<file path="src/rtl/bitstack_pkg.sv">
package bitstack_pkg;

  localparam int GRP_W   = 3;
  localparam int N_GRP   = 2;
  localparam int IN_W    = GRP_W * N_GRP;
  localparam int CNT_W   = $clog2(IN_W + 1);

  typedef logic [GRP_W-1:0] stack3_t;

  // Sort three bits into a thermometer code: ones packed at bit 0.
  function automatic stack3_t stack3(input logic a, input logic b, input logic c);
    stack3_t s;
    s[0] = a | b | c;
    s[1] = (a & b) | (a & c) | (b & c);
    s[2] = a & b & c;
    return s;
  endfunction

  // Even-parity flag of a group, read from its stack (0 or 2 ones).
  function automatic logic stack_even(input stack3_t s);
    return ~s[0] | (s[1] & ~s[2]);
  endfunction

  // True when a 3-bit vector is thermometer shaped.
  function automatic logic is_thermo(input stack3_t s);
    return (~s[1] | s[0]) & (~s[2] | s[1]);
  endfunction

endpackage

</file>
<file path="src/rtl/bitstack_stacker3.sv">
module bitstack_stacker3
  import bitstack_pkg::*;
(
  input  logic [GRP_W-1:0] bits_in,
  output stack3_t          stk_out
);

  assign stk_out = stack3(bits_in[0], bits_in[1], bits_in[2]);

endmodule

</file>
<file path="src/rtl/bitstack_merge.sv">
module bitstack_merge
  import bitstack_pkg::*;
(
  input  stack3_t lo_stk,
  input  stack3_t hi_stk,
  output stack3_t ovf_stk
);

  // Pair each lower-stack bit with the mirrored upper-stack bit; the AND
  // of a pair is set only when the two stacks together pass three ones.
  stack3_t ovf_raw;

  for (genvar g = 0; g < GRP_W; g++) begin : g_pair
    assign ovf_raw[g] = lo_stk[g] & hi_stk[GRP_W-1-g];
  end

  bitstack_stacker3 u_restack (
    .bits_in (ovf_raw),
    .stk_out (ovf_stk)
  );

endmodule

</file>
<file path="src/rtl/bitstack_encode.sv">
module bitstack_encode
  import bitstack_pkg::*;
(
  input  stack3_t           lo_stk,
  input  stack3_t           hi_stk,
  input  stack3_t           ovf_stk,
  output logic [CNT_W-1:0]  cnt
);

  logic lo_even, hi_even;
  logic at_least_two, at_most_three, all_six;
  logic any_ovf;

  assign lo_even = stack_even(lo_stk);
  assign hi_even = stack_even(hi_stk);

  assign any_ovf       = ovf_stk[0] | ovf_stk[1] | ovf_stk[2];
  assign at_least_two  = lo_stk[1] | hi_stk[1] | (lo_stk[0] & hi_stk[0]);
  assign at_most_three = ~any_ovf;
  assign all_six       = lo_stk[2] & hi_stk[2];

  assign cnt[0] = lo_even ^ hi_even;
  assign cnt[1] = (at_least_two & at_most_three) | all_six;
  assign cnt[2] = any_ovf;

endmodule

</file>
<file path="src/rtl/bitstack_counter63.sv">
module bitstack_counter63
  import bitstack_pkg::*;
(
  input  logic [5:0] din,
  output logic [2:0] cnt
);

  stack3_t grp_stk [N_GRP];
  stack3_t h_stk, i_stk, k_stk;

  for (genvar g = 0; g < N_GRP; g++) begin : g_grp
    bitstack_stacker3 u_stack (
      .bits_in (din[g*GRP_W +: GRP_W]),
      .stk_out (grp_stk[g])
    );
  end

  assign h_stk = grp_stk[0];
  assign i_stk = grp_stk[1];

  bitstack_merge u_merge (
    .lo_stk  (h_stk),
    .hi_stk  (i_stk),
    .ovf_stk (k_stk)
  );

  bitstack_encode u_encode (
    .lo_stk  (h_stk),
    .hi_stk  (i_stk),
    .ovf_stk (k_stk),
    .cnt     (cnt)
  );

endmodule

</file>
<file path="config.mk">
export PLATFORM = sky130hd
export DESIGN_NAME = bitstack_counter63
export DESIGN_NICKNAME = d
export VERILOG_FILES = /design/src/rtl/bitstack_pkg.sv /design/src/rtl/bitstack_stacker3.sv /design/src/rtl/bitstack_merge.sv /design/src/rtl/bitstack_encode.sv /design/src/rtl/bitstack_counter63.sv
export SDC_FILE = /design/constraint.sdc
export NUM_CORES = 1
export LEC_CHECK = 0
export ABC_CLOCK_PERIOD_IN_PS = 2500
export BUFFER_PORTS_ARGS = -buffer_cell sky130_fd_sc_hd__buf_2
export CAP_MARGIN = 10
export CORE_AREA = 2 2 39 41
export DETAILED_ROUTE_END_ITERATION = 16
export DIE_AREA = 0 0 41 43
export PLACE_DENSITY = 0.38
export SLEW_MARGIN = 15
export SYNTH_ARGS = -nofsm -noshare
export SYNTH_HDL_FRONTEND = slang
export SYNTH_SLANG_ARGS = --single-unit
</file>
<file path="constraint.sdc">
create_clock -name vclk -period 2.5
set_clock_uncertainty 0.1 [all_clocks]
set_input_delay 0.75 -clock vclk [all_inputs]
set_output_delay 0.75 -clock vclk [all_outputs]
set_load 0.005 [all_outputs]
</file>
==> After elaboration in Yosys (flattened, before gate mapping) <==
Index checks and enable logic that the tools add are counted.
W data, S select, Z words.
{ "totals": {"register_bits": 0, "inputBits": 6} }
{ "classes": {"bitwise_logic": 45} }
{ "ops": {"columns": ["operator", "n"], "rows": [
  ["$and A1 B1 Y1", 20],
  ["$or A1 B1 Y1", 19],
  ["$not A1 Y1", 5],
  ["$xor A1 B1 Y1", 1]
]} }

==> Longest topological paths before layout <==
{ "logic_depth": {"depth_word": 12, "depth_mapped": 6, "depth_no_buf": 5} }

==> Modules after synthesis <==
A second synthesis with hierarchy kept.
{ "hier_totals": {"hier_cells": 22, "area_unflattened_um2": 151.4} }
{ "modules_own_cells": {"columns": ["module", "n_inst", "cells_each", "area_per_inst_um2"], "rows": [
  ["bitstack_stacker3", 3, 3, 23.8],
  ["bitstack_encode", 1, 10, 61.3],
  ["bitstack_merge", 1, 3, 18.8]
]} }

==> Worst setup path before layout <==
Ideal clock, no wire load.
{ "synth_path": {"path_type": "in2out", "from": "in din[0]", "to": "out cnt[2]", "arrival_time_ns": 1.817, "slack_ns": -0.167, "cell_stages": 5, "n_path_buf": 1, "path_cell_list": "fa_1 > nor2b_1 > a41o_1 > or2_1 > buf_4"} }
{ "synth_via": {"elab_chain_len": 9} }
{ "synth_lines": {"columns": ["item", "line_no", "source"], "rows": [
  ["start: declaration", "bitstack_counter63.sv:4", "input logic [5:0] din,"],
  ["$and A1 B1 Y1, on equally long branches", "bitstack_pkg.sv:14, bitstack_pkg.sv:15", null],
  ["$or A1 B1 Y1 (2 in series)", "bitstack_pkg.sv:14", "s[1] = (a & b) | (a & c) | (b & c);"],
  ["$and A1 B1 Y1", "bitstack_merge.sv:14", "assign ovf_raw[g] = lo_stk[g] & hi_stk[GRP_W-1-g];"],
  ["$and A1 B1 Y1", "bitstack_pkg.sv:14, bitstack_pkg.sv:15", null],
  ["$or A1 B1 Y1 (2 in series)", "bitstack_pkg.sv:14", null],
  ["$or A1 B1 Y1", "bitstack_encode.sv:17", "assign any_ovf = ovf_stk[0] | ovf_stk[1] | ovf_stk[2];"],
  ["$or A1 B1 Y1 *", "bitstack_encode.sv:17", null],
  ["end: declaration", "bitstack_counter63.sv:5", "output logic [2:0] cnt"]
]} }
Mark *: on every way between the ends. The rest lies on a longest branch, timed or not.

==> Worst setup path after layout <==
{ "layout_path": {"from": "in din[1]", "to": "out cnt[2]"} }
{ "layout_via": {"elab_chain_len": 9} }
{ "layout_lines": {"columns": ["item", "line_no"], "rows": [
  ["$and A1 B1 Y1", "bitstack_pkg.sv:14, bitstack_pkg.sv:15"],
  ["$or A1 B1 Y1 (2 in series)", "bitstack_pkg.sv:14"],
  ["$and A1 B1 Y1", "bitstack_merge.sv:14"],
  ["$and A1 B1 Y1", "bitstack_pkg.sv:14, bitstack_pkg.sv:15"],
  ["$or A1 B1 Y1 (2 in series)", "bitstack_pkg.sv:14"],
  ["$or A1 B1 Y1", "bitstack_encode.sv:17"],
  ["$or A1 B1 Y1 *", "bitstack_encode.sv:17"]
]} }
Marks and branches as above.

==> metrics.md <==
| Metric | Value |
|---|---|
| Top fanout value on the critical path | `3` |
| Drt initial violations | `0` |
| Dominant combinational cell family by area after synthesis | `simple AND/OR/NAND/NOR gates` |
| Synth Area in Compound Gates | `0.175` |
| Layout overhead on the synthesized area | `89.7%` |
| Row cnt | `14` |
| Post-synthesis share of cell area spent on xor and xnor gates | `0.0556` |
| Critical path type | `in2out` |
| Starting Density | `0.114` |
| Failing checks | `setup timing` |
| Synthesized area divided by synthesized cell count | `7.88 sq um` |
| Final cell utilization of the core | `0.216` |
| Number of detailed-route iterations in the first pass | `1` |
| Synth Net Count | `28` |
| RePlAce Congestion | `slightly below 0.7` |
| Die Span Y | `43 um` |
| Cell area after layout | `between 200 and 300 sq um` |
| Port bufs | `9` |
| Total global routing overflow | `0` |
| Hold Slack | `between 1500 and 2000 ps` |
| Number of flip-flops and latches | `0` |
| RSZ-0062 raised after global routing | `yes` |
| Maximum number of pins on one net before global-route repair | `5` |
| Kind of capture point of the worst setup path | `output port` |
| Die Footprint | `1760 sq um` |
| Share of synthesized cell area in full adder, half adder and majority cells | `0.254` |
| Post-Route WL | `361 um` |
| Count of endpoints failing hold in the final timing report | `0` |
| Power density cells | `189 nW/um^2` |
| Most frequent cell after synthesis | `inv_1` |
| Worst setup margin | `-248 ps` |
| Setup crit end | `cnt[2]` |
| Cell leakage power | `0.138 nW` |
| Placed wire-length estimate after detailed placement | `~300 um` |
| Max-cap violations | `0` |
| Net switching power figure | `0.0000217 W` |
| Final clock period utilization by the worst path | `1.10` |
| Cell type contributing the most total cell area after synthesis | `fa_1` |
| Max-slew violations | `0` |
| Post-synthesis instance area | `158 sq um` |
| Global-route wire length before repair | `~600 um` |
| Detailed-route vias per instance | `3.68` |
| Net count, final | `41` |
| Run status | `finished with violations` |
| Placed cell area | `218 sq um` |
| Start point of the critical path | `din[1]` |
| Post-Synthesis Cells | `20` |
| I/O pin total | `9` |
| Worst min-delay path class | `in2out` |
| Overall via count from detail_route | `between 150 and 200` |
| Post-route antenna net violation count | `0` |
| Wire per inst | `7.68 um` |
| Synth warn | `0` |
| Proportion of synthesized chip area in sequential cells | `0` |
| Antenna violations before repair | `0` |
| Share of Yosys cell area claimed by the top area cell type | `0.254` |
| Sequential cell fraction of total power | `0` |
| Layout cells sized above 1 | `0.677` |
| Net Sw Frac | `0.384` |
| DR DRC count | `0` |
| Clk pwr share | `0` |
| Hold path cells | `4` |
| Cell Int Power | `0.0000348 W` |
| Top area cells in the synthesized netlist | `fa_1 (25%), inv_1 (9.5%), o31ai_2 (7.9%)` |
| Distinct cell type count of the synthesized netlist | `15` |
| Via count of the first global-routing pass | `169` |
| Aggregate global-route resource usage | `0.0432` |
| Antenna diode instance count | `0` |
| Width of the die | `41 um` |
| Least-Margin Pin Slew | `around 180 ps` |
| Cell types with the highest counts after synthesis | `inv_1 (4), fa_1 (2), nand2_1 (2)` |
| Layout filler cell count | `158` |
| Final-layout clock buffer total | `0` |
| Worst endpoint data arrival time | `1900 ps` |
| Fmax achieved | `0.364 GHz` |
| Worst ir drop on vdd | `between 0.04 and 0.05 mV` |
| Reg area | `0 sq um` |
| Portion of netlist area occupied by mux cells | `0` |
| Area of the placeable core | `1380 sq um` |
| Element type at the critical path start | `input pin` |
| Worst max-slew margin expressed relative to the limit | `0.876` |
| Simple-gate share of the synthesized area | `0.373` |
| Combinational Power Share | `1.000` |
| Min cycle time layout | `approximately 2700 ps` |
| Required time worst endpoint | `1650 ps` |
| Count of endpoints failing setup in the final report | `2` |
[timing repair]
action,in CTS,in global routing
setup endpoints to repair,3,3
pin swaps,3,4
buffers inserted,1,2
endpoints found under the hold margin,0,0
hold buffers,0,0
resized for setup,9,10
[area by class of cell]
cell class	instances	area, sq um	share of cell area
Tap cell	16	20.0	0.0669
Timing Repair Buffer	12	106	0.356
Inverter	4	17.5	0.0586
Multi-Input combinational cell	15	155	0.519
[through the flow]
step	setup TNS [ps]	power, W	setup WS, ps	std cells
finish	-478	0.0000565	-248	47
global route	-632	0.0000634	-303	47
CTS	-502	0.0000484	-269	45
detailed placement	-599	0.0000427	-288	44
global placement	-596	0.0000428	-291	44
floorplan	-113	0.0000261	-113	20
[power groups by stage]
stage	Clock, W	Combinational [W]	Sequential (W)
floorplan	0	0.0000261	0
global placement	0	0.0000428	0
detailed placement	0	0.0000427	0
CTS	0	0.0000484	0
global route	0	0.0000634	0
finish	0	0.0000565	0
[cells in the final DEF, fill, tap and decap left out, drive strengths merged]
| cell type | synthesis | routed |
|---|---|---|
| nor3b | 1 | 1 |
| o31ai | 1 | 1 |
| nor2b | 1 | 1 |
| a41o | 1 | 1 |
| or4 | 1 | 1 |
| inv | 4 | 4 |
| nand2b | 1 | 1 |
| or3 | 2 | 2 |
| fa | 2 | 2 |
| or2 | 1 | 1 |
| a21oi | 1 | 1 |
| xnor2 | 1 | 1 |
| nand2 | 2 | 2 |
| buf | 1 | 12 |
[metal layers]
layer,global-route usage,part of all wire,up-vias
li1,-,-,89
met1,0.0579,0.38,78
met2,0.0750,0.51,6
met3,0.00524,0.11,0
met4,0,0,0
met5,0,0,-
[critical path: stages]
cell and delay, ps:
buf_8 100, fa_2 370, nor2b_4 130, a41o_1 220, or2_1 200, buf_2 120
[logic make-up (layout without fill, tap and decap cells)]
logic type | after synthesis | in the layout
xor+xnor | 1 | 1
fa+ha+maj | 2 | 2
simple gates | 9 | 9
buf+inv | 5 | 16
compound gates | 3 | 3
[worst min-delay path by stage]
stage,slack [ps],from,end
floorplan,1590,din[2],cnt[1]
global route,1870,din[0],cnt[1]
detailed placement,1850,din[2],cnt[1]
CTS,1830,din[1],cnt[1]
finish,1840,din[2],cnt[0]
global placement,1860,din[0],cnt[1]
(Power assumes the default switching activity.)
